$ cat config.mk
export PLATFORM = sky130hd
export DESIGN_NAME = dp2sp_cvt_unit
export DESIGN_NICKNAME = d
export VERILOG_FILES = /design/src/rtl/cvt_pkg.sv /design/src/rtl/cvt_rm_pick.sv /design/src/rtl/cvt_d2s_core.sv /design/src/rtl/cvt_lane_gate.sv /design/src/rtl/dp2sp_cvt_unit.sv
export SDC_FILE = /design/constraint.sdc
export NUM_CORES = 1
export LEC_CHECK = 0
export BUFFER_PORTS_ARGS = -buffer_cell sky130_fd_sc_hd__buf_2
export CAP_MARGIN = 30
export CORE_MARGIN = 10
export CORE_UTILIZATION = 50
export CTS_BUF_LIST = sky130_fd_sc_hd__clkbuf_4 sky130_fd_sc_hd__clkbuf_8
export DETAILED_ROUTE_END_ITERATION = 16
export GPL_TIMING_DRIVEN = 1
export PLACE_DENSITY_LB_ADDON = 0.05
export SYNTH_ARGS = -nofsm -noshare
export SYNTH_HDL_FRONTEND = slang
export SYNTH_SLANG_ARGS = --single-unit
$ cat constraint.sdc
create_clock -name clk_i -period 11.1 [get_ports clk_i]
set_input_delay 2.22 -clock clk_i [delete_from_list [all_inputs] [get_ports clk_i]]
set_output_delay 2.22 -clock clk_i [all_outputs]
set_load 0.05 [all_outputs]
$ cat src/rtl/cvt_pkg.sv
package cvt_pkg;

    localparam int DW    = 64;
    localparam int DE    = 11;
    localparam int DF    = 52;
    localparam int SW    = 32;
    localparam int SE    = 8;
    localparam int SF    = 23;
    localparam int DBIAS = 1023;
    localparam int SBIAS = 127;

    typedef enum logic [1:0] {
        RM_RNE = 2'b00,
        RM_RDN = 2'b01,
        RM_RUP = 2'b10,
        RM_RTZ = 2'b11
    } rmode_e;

    typedef struct packed {
        logic inv;
        logic den;
        logic ovf;
        logic unf;
        logic pre;
    } fpflags_t;

endpackage

$ cat src/rtl/cvt_rm_pick.sv
module cvt_rm_pick
    import cvt_pkg::*;
(
    input  rmode_e ctl_rm_i,
    input  rmode_e insn_rm_i,
    input  logic   src_reg_i,
    input  logic   er_en_i,
    output rmode_e rm_o
);
    // per-operation override only for register operands with enable set
    always_comb begin
        if (src_reg_i && er_en_i) rm_o = insn_rm_i;
        else                      rm_o = ctl_rm_i;
    end
endmodule

$ cat src/rtl/cvt_d2s_core.sv
module cvt_d2s_core
    import cvt_pkg::*;
(
    input  logic [DW-1:0] dbl_i,
    input  rmode_e        rm_i,
    output logic [SW-1:0] sgl_o,
    output fpflags_t      flg_o
);
    localparam int MW     = DF + 1;          // mantissa with hidden bit
    localparam int KEEP   = SF + 1;          // kept significand bits
    localparam int PADW   = 32;              // room for right shift
    localparam int WIDE   = MW + PADW;
    localparam int SHW    = 5;
    localparam int EW     = 14;              // signed exponent work width
    localparam int EMAXB  = (1 << SE) - 2;   // largest finite biased exp
    localparam int REBIAS = DBIAS - SBIAS;
    localparam int NANPW  = SF - 1;          // carried payload bits

    logic               sgn;
    logic [DE-1:0]      ex;
    logic [DF-1:0]      fr;
    logic [DE-1:0]      ex_eff;
    logic [MW-1:0]      mant;
    logic signed [EW-1:0] es;
    logic signed [EW-1:0] sh_full;
    logic [SHW-1:0]     sh;
    logic               tiny;
    logic               big;
    logic [SE-1:0]      base;
    logic [WIDE-1:0]    wide;
    logic [KEEP-1:0]    kept;
    logic               guard;
    logic               sticky;
    logic               inexact;
    logic               inc;
    logic [KEEP:0]      rounded;
    logic [SW-2:0]      sum;
    logic               ovf;
    logic               to_max;

    always_comb begin
        sgn    = dbl_i[DW-1];
        ex     = dbl_i[DW-2 -: DE];
        fr     = dbl_i[DF-1:0];
        ex_eff = (ex == '0) ? DE'(1) : ex;
        mant   = {ex != '0, fr};
        es     = $signed({{(EW-DE){1'b0}}, ex_eff}) - EW'(REBIAS);

        tiny    = (es <= 0);
        big     = (es > EW'(EMAXB));
        sh_full = EW'(1) - es;
        if (!tiny)                    sh = '0;
        else if (sh_full > EW'(31))   sh = SHW'(31);
        else                          sh = sh_full[SHW-1:0];
        base = (tiny || big) ? '0 : (es[SE-1:0] - SE'(1));

        wide    = {mant, {PADW{1'b0}}} >> sh;
        kept    = wide[WIDE-1 -: KEEP];
        guard   = wide[WIDE-1-KEEP];
        sticky  = |wide[WIDE-KEEP-2:0];
        inexact = guard | sticky;

        unique case (rm_i)
            RM_RNE:  inc = guard & (sticky | kept[0]);
            RM_RDN:  inc = inexact & sgn;
            RM_RUP:  inc = inexact & ~sgn;
            default: inc = 1'b0;
        endcase

        rounded = {1'b0, kept} + {{KEEP{1'b0}}, inc};
        // hidden bit of a normal result carries into the exponent field
        sum     = {base, {SF{1'b0}}} + {{(SW-2-KEEP){1'b0}}, rounded};
        ovf     = big || (sum[SW-2 -: SE] == {SE{1'b1}});
        to_max  = (rm_i == RM_RTZ) || (rm_i == RM_RDN && !sgn) ||
                  (rm_i == RM_RUP && sgn);

        flg_o     = '0;
        flg_o.den = (ex == '0) && (fr != '0);

        if (ex == {DE{1'b1}} && fr != '0) begin
            sgl_o     = {sgn, {SE{1'b1}}, 1'b1, fr[DF-2 -: NANPW]};
            flg_o.inv = ~fr[DF-1];
        end else if (ex == {DE{1'b1}}) begin
            sgl_o = {sgn, {SE{1'b1}}, {SF{1'b0}}};
        end else if (ex == '0 && fr == '0) begin
            sgl_o = {sgn, {(SW-1){1'b0}}};
        end else if (ovf) begin
            sgl_o     = to_max ? {sgn, SE'(EMAXB), {SF{1'b1}}}
                               : {sgn, {SE{1'b1}}, {SF{1'b0}}};
            flg_o.ovf = 1'b1;
            flg_o.pre = 1'b1;
        end else begin
            sgl_o     = {sgn, sum};
            flg_o.pre = inexact;
            flg_o.unf = tiny & inexact;
        end
    end
endmodule

$ cat src/rtl/cvt_lane_gate.sv
module cvt_lane_gate
    import cvt_pkg::*;
#(
    parameter int LW = 32
) (
    input  logic [LW-1:0] conv_i,
    input  fpflags_t      cflg_i,
    input  logic [LW-1:0] old_i,
    input  logic          mask_en_i,
    input  logic          mask_bit_i,
    input  logic          zero_mode_i,
    output logic [LW-1:0] lane_o,
    output fpflags_t      flg_o
);
    logic write_en;

    always_comb begin
        write_en = ~mask_en_i | mask_bit_i;
        if (write_en) begin
            lane_o = conv_i;
            flg_o  = cflg_i;
        end else begin
            lane_o = zero_mode_i ? '0 : old_i;
            flg_o  = '0;
        end
    end
endmodule

$ cat src/rtl/dp2sp_cvt_unit.sv
module dp2sp_cvt_unit
    import cvt_pkg::*;
#(
    parameter int VEC_W = 128
) (
    input  logic             clk_i,
    input  logic             rst_ni,
    input  logic             valid_i,
    input  logic [VEC_W-1:0] src1_i,
    input  logic [DW-1:0]    src2_i,
    input  logic [SW-1:0]    old_lo_i,
    input  logic [1:0]       ctl_rm_i,
    input  logic [1:0]       insn_rm_i,
    input  logic             er_en_i,
    input  logic             src_reg_i,
    input  logic             mask_en_i,
    input  logic             mask_bit_i,
    input  logic             zero_mode_i,
    output logic             valid_o,
    output logic [VEC_W-1:0] dest_o,
    output logic             flag_inv_o,
    output logic             flag_den_o,
    output logic             flag_ovf_o,
    output logic             flag_unf_o,
    output logic             flag_pre_o
);
    localparam int UPW = VEC_W - SW;

    typedef struct packed {
        logic             vld;
        logic [VEC_W-1:0] dst;
        fpflags_t         flg;
    } state_t;

    state_t        st_d, st_q;
    rmode_e        rm_sel;
    logic [SW-1:0] conv_val;
    fpflags_t      conv_flg;
    logic [SW-1:0] lane_val;
    fpflags_t      lane_flg;

    cvt_rm_pick u_rm (
        .ctl_rm_i  (rmode_e'(ctl_rm_i)),
        .insn_rm_i (rmode_e'(insn_rm_i)),
        .src_reg_i (src_reg_i),
        .er_en_i   (er_en_i),
        .rm_o      (rm_sel)
    );

    cvt_d2s_core u_core (
        .dbl_i (src2_i),
        .rm_i  (rm_sel),
        .sgl_o (conv_val),
        .flg_o (conv_flg)
    );

    cvt_lane_gate #(.LW(SW)) u_gate (
        .conv_i      (conv_val),
        .cflg_i      (conv_flg),
        .old_i       (old_lo_i),
        .mask_en_i   (mask_en_i),
        .mask_bit_i  (mask_bit_i),
        .zero_mode_i (zero_mode_i),
        .lane_o      (lane_val),
        .flg_o       (lane_flg)
    );

    always_comb begin
        st_d     = st_q;
        st_d.vld = valid_i;
        if (valid_i) begin
            st_d.dst = {src1_i[VEC_W-1 -: UPW], lane_val};
            st_d.flg = lane_flg;
        end
    end

    always_ff @(posedge clk_i) begin
        if (!rst_ni) st_q <= '0;
        else         st_q <= st_d;
    end

    assign valid_o    = st_q.vld;
    assign dest_o     = st_q.dst;
    assign flag_inv_o = st_q.flg.inv;
    assign flag_den_o = st_q.flg.den;
    assign flag_ovf_o = st_q.flg.ovf;
    assign flag_unf_o = st_q.flg.unf;
    assign flag_pre_o = st_q.flg.pre;
endmodule

==> results of run 1 <==
==> power by group through the flow <==
stage	logic (mW)	registers [mW]	clock network (mW)
floorplan	0.245	0.650	0
global placement	0.508	0.537	0
detailed placement	0.512	0.538	0
CTS	0.514	0.527	0.412
global route	0.556	0.531	0.430
finish	0.518	0.527	0.403
==> cells in the final DEF, fill, tap and decap left out, types with 6 or more instances in the layout <==
cell type	count
sky130_fd_sc_hd__a2111oi_0	12
sky130_fd_sc_hd__a211oi_1	35
sky130_fd_sc_hd__a21o_1	10
sky130_fd_sc_hd__a21oi_1	116
sky130_fd_sc_hd__a221oi_1	14
sky130_fd_sc_hd__a22oi_1	12
sky130_fd_sc_hd__a31oi_1	22
sky130_fd_sc_hd__and2_1	19
sky130_fd_sc_hd__and3_1	9
sky130_fd_sc_hd__buf_2	336
sky130_fd_sc_hd__buf_4	29
sky130_fd_sc_hd__clkbuf_8	17
sky130_fd_sc_hd__dfxtp_1	134
sky130_fd_sc_hd__diode_2	6
sky130_fd_sc_hd__ha_1	14
sky130_fd_sc_hd__inv_1	19
sky130_fd_sc_hd__mux2i_1	120
sky130_fd_sc_hd__nand2_1	117
sky130_fd_sc_hd__nand2b_1	17
sky130_fd_sc_hd__nand3_1	51
sky130_fd_sc_hd__nand4_1	26
sky130_fd_sc_hd__nand4b_1	6
sky130_fd_sc_hd__nor2_1	174
sky130_fd_sc_hd__nor3_1	41
sky130_fd_sc_hd__nor4_1	20
sky130_fd_sc_hd__nor4_2	6
sky130_fd_sc_hd__o21ai_0	37
sky130_fd_sc_hd__o22ai_1	8
sky130_fd_sc_hd__o32ai_1	7
sky130_fd_sc_hd__xnor2_1	19
sky130_fd_sc_hd__xor2_1	17
==> layer usage <==
metal / part of all wire [%] / up-vias / global-route usage [%] / routed length (um)
met2: 47 / 526 / 44.8 / 17800
met1: 42 / 5171 / 34.2 / 15800
met4: 2.3 / 8 / 9.02 / 891
li1: - / 5337 / - / -
met3: 8.9 / 66 / 8.28 / 3390
met5: 0.15 / - / 0 / 57
==> cell families (layout without fill, tap and decap cells) <==
| group | after synthesis | count (layout) | synth area share, % |
|---|---|---|---|
| AO/OA/AOI/OAI | 338 | 338 | 23.9 |
| buffers and inverters | 123 | 419 | 5.13 |
| XOR/XNOR | 36 | 36 | 3.20 |
| other | 0 | 6 | 0 |
| flip-flops | 134 | 134 | 27.2 |
| adder cells (fa/ha/maj) | 14 | 14 | 1.78 |
| AND/OR/NAND/NOR | 525 | 525 | 26.3 |
| multiplexers | 123 | 123 | 12.6 |
==> worst paths after layout <==
path	startpoint	to	slack [ns]	cells past startpoint
setup / recovery	src2_i[59]	dest_o[7]	1.19	30
hold / removal	flag_inv_o	flag_inv_o	0.47	2
setup reg to reg	dest_o[9]	dest_o[9]	9.97	4
hold reg to reg	flag_inv_o	flag_inv_o	0.47	2
==> worst max-delay path: cells and delay by family <==
| kind | cells | cell delay, ns |
|---|---|---|
| simple gates | 8 | 1.78 |
| fa+ha+maj | 2 | 0.59 |
| compound gates | 15 | 4.50 |
| buf+inv | 4 | 0.74 |
| mux | 1 | 0.35 |
==> registers in the layout (all words and copies together), names as in the netlist <==
name	flops
flag_ovf_o	1
flag_unf_o	1
dest_o	128
flag_inv_o	1
flag_den_o	1
flag_pre_o	1
valid_o	1
==> layout make-up <==
cell class | instances | area [sq um] | share of cell area (%)
Tap cell | 265 | 332 | 2.74
Inverter | 21 | 80.1 | 0.663
Timing Repair Buffer | 366 | 1910 | 15.8
Antenna cell | 6 | 15.0 | 0.124
Sequential cell | 134 | 2680 | 22.2
Multi-Input combinational cell | 1036 | 6670 | 55.2
Clock buffer | 18 | 241 | 2.00
Clock inverter | 14 | 150 | 1.24
==> synth_stat cells, types with 20 or more instances <==
| cell type | count | area, sq um |
|---|---|---|
| sky130_fd_sc_hd__clkbuf_1 | 59 | 221 |
| sky130_fd_sc_hd__nand4_1 | 26 | 163 |
| sky130_fd_sc_hd__nor4_1 | 20 | 125 |
| sky130_fd_sc_hd__dfxtp_1 | 134 | 2680 |
| sky130_fd_sc_hd__buf_2 | 23 | 115 |
| sky130_fd_sc_hd__nor3_1 | 41 | 205 |
| sky130_fd_sc_hd__nand3_1 | 51 | 255 |
| sky130_fd_sc_hd__nor2_1 | 175 | 657 |
| sky130_fd_sc_hd__nand2_1 | 117 | 439 |
| sky130_fd_sc_hd__a211oi_1 | 35 | 263 |
| sky130_fd_sc_hd__o21ai_0 | 37 | 185 |
| sky130_fd_sc_hd__a31oi_1 | 22 | 138 |
| sky130_fd_sc_hd__mux2i_1 | 120 | 1200 |
| sky130_fd_sc_hd__a21oi_1 | 116 | 581 |
==> out/results.tsv, run 1 <==
metric	value	unit
buffer depth of the longest clock path	2	
Final TNS setup	0	ns
Data required, critical path	11.40	ns
Clock Latency Late Sink	0.44	ns
switching power	572	uW
worst-path maximum fanout	27	
signal arrival time at the worst endpoint	10.21	ns
share of synthesized flip-flops with an asynchronous set or reset	0	%
max capacitance violation total	0	
cell count after placement	1822	
number of optimization iterations in the first detailed-route pass	6	
run status	complete, no violations	
final critical-path required period	9.91	ns
post-detailed-route wirelength per cell	20.4	um
number of antenna violations at the first check in global routing	10	
worst-case setup margin in the final layout	1.19	ns
part of the total power dissipated in the clock network	27.8	%
Final setup violation count	0	
Initial DRC Count	1057	
ratio of cells with drive above 1 in the final layout	27.8	%
DIE WIDTH	160	um
depth of the CTS H-tree	4	
post-detailed-placement half-perimeter wirelength	29300	um
number of library cell types mapped by synthesis	92	
number of sinks handled by clock tree synthesis	134	
global-route usage over all layers	27.6	%
minimum hold slack	0.466	ns
DP Area	0.0117	sq mm
number of standard cells in the layout, taps in and fillers out	1860	
flops & latches, synth	134	
kind of path behind the tightest hold check	flop to flop	
tightest slew margin relative to the limit	15.3	%
critical path type	input pin to flop	
routed via count	11100	
post-CTS resize count	0	
cts bufs inserted	17	
TritonCTS clock tree	built	
layout overhead on the synthesized area	22.6	%
fin. max-slew vios	0	
Core Footprint	0.0194	sq mm
Syn Nets	1543	
register area share after synthesis	27.2	%
unrepaired setup endpoints after global routing	no	
cell chosen for the clock root	sky130_fd_sc_hd__clkbuf_8	
Post-Synthesis Cell Area	0.00986	sq mm
post-CTS setup buffer count	0	
kind of start point of the critical path	input pin	
# hold bufs at CTS	0	
share of total power consumed by net switching	39.5	%
floorplan row count	51	
Detailed Route WL	38000	um
first-pass GRT wire length	58400	um
minimum setup slack after placement	0.896	ns
total of warnings raised by yosys	0	
Cell Int Power	877	uW
final instance area	0.0121	sq mm
Clock Skew	0	ns
Slowest cell on crit path	sky130_fd_sc_hd__o21ai_2	
initial core utilization	50.8	%
clock transition at the registers of the reported paths	0.07	ns
FILL cells	1904	
Final Power	1.45	mW
count of flip-flops with a built-in enable after synthesis	0	
worst supply voltage drop on vdd	0.106	mV
number of nets with antenna violations after routing	0	
die footprint	0.0257	sq mm
Worst Setup End Kind	flop	
maximum clock frequency	101	MHz
leading register cell type out of synthesis	sky130_fd_sc_hd__dfxtp_1	
final hold violation count	0	
maximum number of pins on one net before global-route repair	93	
number of input and output port buffers inserted	337	
boundary pin count	370	
delay of the slowest cell on the worst path	0.88	ns
Vias/cell	5.97	
DRC violation count after routing	0	
final core utilization	62.3	%
via count of the first global-routing pass	10500	
relative contribution of combinational cells to total power	35.8	%
ratio of final minimum period to clock period	89.3	%
mean instance size in the synthesized netlist	7.62	sq um
Gate Count Post-Synth	1293	
leakage power	5.51	nW
height of the chip	160	um
P per Cell Area	120	mW/mm^2
GP Congestion	0.985	
aggregate global routing overflow	0	
Tightest Pin Transition	1.27	ns
sequential share of power	36.4	%
layout net count	1826	
No activity file was read; power rests on OpenSTA's default activity.
==> run 2: changes to the inputs <==
--- a/config.mk
+++ b/config.mk
@@ -9,7 +9,6 @@
 export CAP_MARGIN = 30
 export CORE_MARGIN = 10
 export CORE_UTILIZATION = 50
-export CTS_BUF_LIST = sky130_fd_sc_hd__clkbuf_4 sky130_fd_sc_hd__clkbuf_8
 export DETAILED_ROUTE_END_ITERATION = 16
 export GPL_TIMING_DRIVEN = 1
 export PLACE_DENSITY_LB_ADDON = 0.05
==> run 2 against run 1 <==
Against the previous run:
- sequential power hardly changed
- critical path type unchanged
- worst hold slack gained 0.0015 ns
- clock skew is the same
- count of clock-buffer cells in the layout stayed put
- worst setup slack worse by 0.090 ns
- global-route usage is 0.10 points higher
- wire length rose by 0.28%
- design area up 1.5%
- first-iteration DRC count is 0.66% higher
- non-clock buffer count unchanged
- register-to-register slack about the same
- combinational power is essentially flat
==> out/results.tsv, run 2 (synthesis results as in run 1) <==
metric	value	unit
run status	complete, no violations	
met1 capacity usage during global routing	34.3	%
commonest cells after routing, fill and taps aside	sky130_fd_sc_hd__buf_2, sky130_fd_sc_hd__nor2_1, sky130_fd_sc_hd__dfxtp_1	
buffer depth of the longest clock path	2	
kind of start point of the critical path	input pin	
signal arrival time at the worst endpoint	10.27	ns
post-detailed-route wirelength per cell	20.5	um
FF-to-FF path depth	4	
worst-case setup margin in the final layout	1.10	ns
fin. max-slew vios	0	
max capacitance violation total	0	
worst flop-to-flop path endpoint	dest_o[18]	
buffers plus inverters on the worst setup path	4	
global-route track usage on met2	45.1	%
depth of the CTS H-tree	4	
destination of the critical timing path	dest_o[8]	
maximum number of pins on one net before global-route repair	93	
delay of the slowest cell on the worst path	0.90	ns
routed via count	11100	
critical path type	input pin to flop	
Vias/cell	5.96	
final hold violation count	0	
number of cells on the critical path	30	
number of optimization iterations in the first detailed-route pass	5	
layout overhead on the synthesized area	24.5	%
cts bufs inserted	17	
die footprint	0.0257	sq mm
global-route usage over all layers	27.7	%
first-pass GRT wire length	58800	um
DRC violation count after routing	0	
Core Footprint	0.0194	sq mm
GP Congestion	0.985	
number of sinks handled by clock tree synthesis	134	
via count of the first global-routing pass	10600	
layout net count	1826	
Initial DRC Count	1064	
worst supply voltage drop on vdd	0.119	mV
Slowest cell on crit path	sky130_fd_sc_hd__o21ai_2	
flop2flop setup slack	9.98	ns
cell count of the worst hold path	2	
cell count after placement	1822	
floorplan row count	51	
gate family responsible for the most delay along the worst path	compound AO/OA/AOI/OAI gates	
unrepaired setup endpoints after global routing	no	
aggregate global routing overflow	0	
Worst Setup End Kind	flop	
peak-usage layer in the global routing report	met2	
Final setup violation count	0	
most common cell after layout, fill and taps aside	sky130_fd_sc_hd__buf_2	
Data required, critical path	11.37	ns
FILL cells	1874	
number of flip-flops in the largest register	128	
Clock Latency Late Sink	0.40	ns
boundary pin count	370	
Final Power	1.60	mW
number of input and output port buffers inserted	337	
leakage power	5.59	nW
DIE WIDTH	160	um
ratio of final minimum period to clock period	90.1	%
# hold bufs at CTS	0	
Final TNS setup	0	ns
startpoint of the most critical register-to-register path	dest_o[18]	
number of nets with antenna violations after routing	0	
CP startpoint	src2_i[59]	
cell chosen for the clock root	sky130_fd_sc_hd__clkbuf_16	
kind of path behind the tightest hold check	flop to flop	
TritonCTS clock tree	built	
number of antenna violations at the first check in global routing	9	
post-CTS resize count	0	
post-CTS setup buffer count	0	
minimum setup slack after placement	0.896	ns
tightest slew margin relative to the limit	11.3	%
initial core utilization	50.8	%
number of standard cells in the layout, taps in and fillers out	1859	
worst-path maximum fanout	27	
P per Cell Area	130	mW/mm^2
final critical-path required period	10.00	ns
clock transition at the registers of the reported paths	0.06	ns
Tightest Pin Transition	1.33	ns
maximum clock frequency	100	MHz
ratio of cells with drive above 1 in the final layout	27.7	%
height of the chip	160	um
post-detailed-placement half-perimeter wirelength	29300	um
met3 track demand over resource in global routing	8.26	%
Detailed Route WL	38100	um
Clock Skew	0	ns
-- run 2: worst reg2reg max path, delay by kind of cell (launching register included) --
kind            cells  cell delay, ns
compound gates      1            0.40
flops               1            0.32
simple gates        3            0.34
-- run 2: final cells by class --
class	count	area [sq um]	area share, %
repair buffers	366	1910	15.6
inverters	21	80.1	0.653
multi-input cells	1036	6670	54.4
clock buffers	18	429	3.50
well taps	265	332	2.70
diodes	5	12.5	0.102
flip-flops and latches	134	2680	21.9
clock inverters	14	150	1.22
-- run 2: routing by layer --
layer / wire (um) / up-vias
met4: 793 / 8
li1: - / 5345
met1: 15900 / 5137
met5: 55 / -
met2: 17800 / 526
met3: 3550 / 55
-- run 2: worst min-delay path by stage --
| stage | from | to |
|---|---|---|
| global placement | flag_inv_o | flag_inv_o |
| finish | flag_inv_o | flag_inv_o |
| floorplan | flag_inv_o | flag_inv_o |
| global route | flag_inv_o | flag_inv_o |
| detailed placement | flag_inv_o | flag_inv_o |
| CTS | flag_inv_o | flag_inv_o |
-- run 2: through the flow --
stage | util [%] | instance area (sq um) | hold WS, ns
after global routing | 63.2 | 12300 | 0.482
after floorplan | - | 9860 | 0.690
final | 63.2 | 12300 | 0.467
after global placement | 60.2 | 11700 | 0.450
after detailed placement | 60.2 | 11700 | 0.453
after CTS | 63.2 | 12300 | 0.464
-- run 2: where the power goes --
part           total [mW]  internal [mW]  switching (mW)
clock               0.550          0.333           0.217
combinational       0.519          0.160           0.358
sequential          0.528          0.513          0.0147
==> run 3: changes to the inputs <==
--- a/config.mk
+++ b/config.mk
@@ -5,6 +5,7 @@
 export SDC_FILE = /design/constraint.sdc
 export NUM_CORES = 1
 export LEC_CHECK = 0
+export ABC_AREA = 1
 export BUFFER_PORTS_ARGS = -buffer_cell sky130_fd_sc_hd__buf_2
 export CAP_MARGIN = 30
 export CORE_MARGIN = 10
==> run 3 against run 2 <==
Against the previous run:
- sequential power hardly changed
- count of clock-buffer cells in the layout is 1 lower
- first-iteration DRC count is 29% higher
- global-route usage is 1.8 points higher
- largest power group is now combinational cells
==> out/results.tsv, run 3 <==
metric	value	unit
worst flop-to-flop path endpoint	dest_o[31]	
FILL cells	2192	
relative contribution of combinational cells to total power	37.1	%
worst-case setup margin in the final layout	1.99	ns
DRC violation count after routing	0	
register area share after synthesis	24.7	%
tightest slew margin relative to the limit	34.2	%
cell types with the highest counts after synthesis	sky130_fd_sc_hd__nand2_1, sky130_fd_sc_hd__nor2_1, sky130_fd_sc_hd__nand3_1, sky130_fd_sc_hd__o21ai_0, sky130_fd_sc_hd__dfxtp_1	
area of combinational cells with multiple inputs	0.00706	sq mm
maximum clock frequency	110	MHz
switching power	716	uW
worst supply voltage drop on vdd	0.108	mV
Post-Synthesis Cell Area	0.0109	sq mm
Slowest cell on crit path	sky130_fd_sc_hd__nand2_4	
most common cell after layout, fill and taps aside	sky130_fd_sc_hd__nand2_1	
post-CTS setup buffer count	0	
Tightest Pin Transition	0.986	ns
height of the chip	167	um
flops & latches, synth	134	
final hold violation count	0	
part of the total power dissipated in the clock network	31.7	%
global-route usage over all layers	29.5	%
hold worst-path end	flag_unf_o	
routed via count	12800	
delay of the slowest cell on the worst path	0.52	ns
run status	complete, no violations	
Clock Latency Late Sink	0.41	ns
Syn Nets	2013	
Sequential Area	0.00268	sq mm
worst-path maximum fanout	62	
first-pass GRT wire length	67500	um
most frequent CP cell	sky130_fd_sc_hd__nand2_1	
critical path type	input pin to flop	
total of warnings raised by yosys	0	
layout net count	2274	
layout overhead on the synthesized area	18.8	%
floorplan row count	53	
max capacitance violation total	0	
fin. max-slew vios	0	
mean instance size in the synthesized netlist	6.17	sq um
Data required, critical path	11.40	ns
Cell Int Power	986	uW
# hold bufs at CTS	0	
startpoint of the most critical register-to-register path	dest_o[31]	
flop2flop setup slack	10.32	ns
cts bufs inserted	17	
top cells by area, synth	sky130_fd_sc_hd__dfxtp_1, sky130_fd_sc_hd__nand2_1, sky130_fd_sc_hd__nand3_1	
ratio of final minimum period to clock period	82.1	%
number of antenna violations at the first check in global routing	4	
Clock Skew	0	ns
DIE WIDTH	167	um
post-CTS resize count	0	
aggregate global routing overflow	0	
number of library cell types mapped by synthesis	54	
dominant cell type by area after synthesis	sky130_fd_sc_hd__dfxtp_1	
Initial DRC Count	1373	
Vias/cell	5.54	
commonest cells after routing, fill and taps aside	sky130_fd_sc_hd__nand2_1, sky130_fd_sc_hd__buf_2, sky130_fd_sc_hd__nor2_1	
Final setup violation count	0	
minimum hold slack	0.466	ns
minimum setup slack after placement	1.71	ns
count of flip-flops with a built-in enable after synthesis	0	
signal arrival time at the worst endpoint	9.41	ns
number of nets with antenna violations after routing	0	
kind of path behind the tightest hold check	flop to flop	
die footprint	0.0280	sq mm
number of flip-flops in the largest register	128	
final critical-path required period	9.11	ns
P per Cell Area	132	mW/mm^2
post-detailed-placement half-perimeter wirelength	34900	um
worst hold start	flag_unf_o	
ratio of cells with drive above 1 in the final layout	26.0	%
gate family responsible for the most delay along the worst path	simple AND/OR/NAND/NOR gates	
number of optimization iterations in the first detailed-route pass	5	
FF-to-FF path depth	3	
cell count of the worst hold path	2	
GP Congestion	1.01	
kind of start point of the critical path	input pin	
buffers plus inverters on the worst setup path	5	
clock transition at the registers of the reported paths	0.06	ns
sequential share of power	31.2	%
leading register cell type out of synthesis	sky130_fd_sc_hd__dfxtp_1	
top cell type's share of synthesized area	24.7	%
most frequently used cell type in the post-synthesis netlist	sky130_fd_sc_hd__nand2_1	
maximum number of pins on one net before global-route repair	111	
Core Footprint	0.0212	sq mm
Gate Count Post-Synth	1763	
depth of the CTS H-tree	4	
Final TNS setup	0	ns
number of input and output port buffers inserted	337	
number of sinks handled by clock tree synthesis	134	
initial core utilization	51.2	%
cell chosen for the clock root	sky130_fd_sc_hd__clkbuf_16	
post-detailed-route wirelength per cell	19.1	um
unrepaired setup endpoints after global routing	no	
Detailed Route WL	44200	um
via count of the first global-routing pass	11800	
TritonCTS clock tree	built	
Worst Setup End Kind	flop	
leakage power	6.41	nW
buffer depth of the longest clock path	2	
boundary pin count	370	
share of synthesized flip-flops with an asynchronous set or reset	0	%
share of total power consumed by net switching	42.1	%
[run 3: changes by cell type after synthesis, sizes merged, moves of 20 or more]
cell | before | now
mux2i | 121 | 4
nor2 | 175 | 304
nand2 | 117 | 433
nor3 | 42 | 22
a211oi | 38 | 0
a21oi | 118 | 72
inv | 19 | 104
nand3 | 51 | 274
o21ai | 42 | 185
[run 3: tightest hold or removal path: stages (launching register included)]
cell and delay, ns:
sky130_fd_sc_hd__dfxtp_1 0.31, sky130_fd_sc_hd__nand2_1 0.06, sky130_fd_sc_hd__a21oi_1 0.06
[run 3: worst max-delay path by stage]
stage | startpoint | endpoint | slack, ns | cells after the start
floorplan | src2_i[59] | dest_o[22] | 3.69 | 50
global placement | src2_i[53] | dest_o[8] | 1.78 | 43
detailed placement | src2_i[53] | dest_o[8] | 1.71 | 43
CTS | src2_i[53] | dest_o[8] | 2.13 | 43
global route | src2_i[53] | dest_o[2] | 1.34 | 43
finish | src2_i[53] | dest_o[8] | 1.99 | 43
[run 3: per-stage QoR]
| stage | utilization [%] | power (mW) | cells | instance area (sq um) |
|---|---|---|---|---|
| 4_1_cts | 60.8 | 1.70 | 2312 | 12900 |
| 2_1_floorplan | - | 1.00 | 1763 | 10900 |
| 6_report | 60.9 | 1.70 | 2317 | 12900 |
| 3_5_place_dp | 58.2 | 1.16 | 2280 | 12300 |
| 3_3_place_gp | 57.9 | 1.16 | 2278 | 12300 |
| 5_1_grt | 60.9 | 1.78 | 2315 | 12900 |
[run 3: layer usage]
layer | up-vias | global-route usage (%) | wire length (um)
met2 | 505 | 51.6 | 21700
met3 | 50 | 6.30 | 3330
met5 | - | 0 | 0
met1 | 5912 | 35.9 | 18200
li1 | 6359 | - | -
met4 | 0 | 7.65 | 963
[run 3: area by class of cell]
cell class | instances | share of cell area (%)
multi-input cells | 1410 | 54.6
clock buffers | 17 | 3.29
clock inverters | 15 | 1.08
flip-flops and latches | 134 | 20.8
inverters | 108 | 3.18
well taps | 275 | 2.66
repair buffers | 353 | 14.3
diodes | 5 | 0.0969
[run 3: power groups by stage]
stage	combinational [mW]	clock [mW]	sequential, mW
2_1_floorplan	0.339	0	0.662
3_3_place_gp	0.618	0	0.539
3_5_place_dp	0.623	0	0.541
4_1_cts	0.625	0.544	0.531
5_1_grt	0.687	0.563	0.535
6_report	0.631	0.540	0.531
[run 3: logic make-up (layout without fill, tap and decap cells)]
| logic type | count (synthesis) | count (layout) | synth area share, % |
|---|---|---|---|
| AND/OR/NAND/NOR | 1079 | 1079 | 46.0 |
| XOR/XNOR | 28 | 28 | 2.26 |
| other | 0 | 5 | 0 |
| buffers and inverters | 219 | 493 | 10.4 |
| multiplexers | 4 | 4 | 0.368 |
| flip-flops | 134 | 134 | 24.7 |
| adder cells (fa/ha/maj) | 14 | 14 | 1.61 |
| AO/OA/AOI/OAI | 285 | 285 | 14.7 |
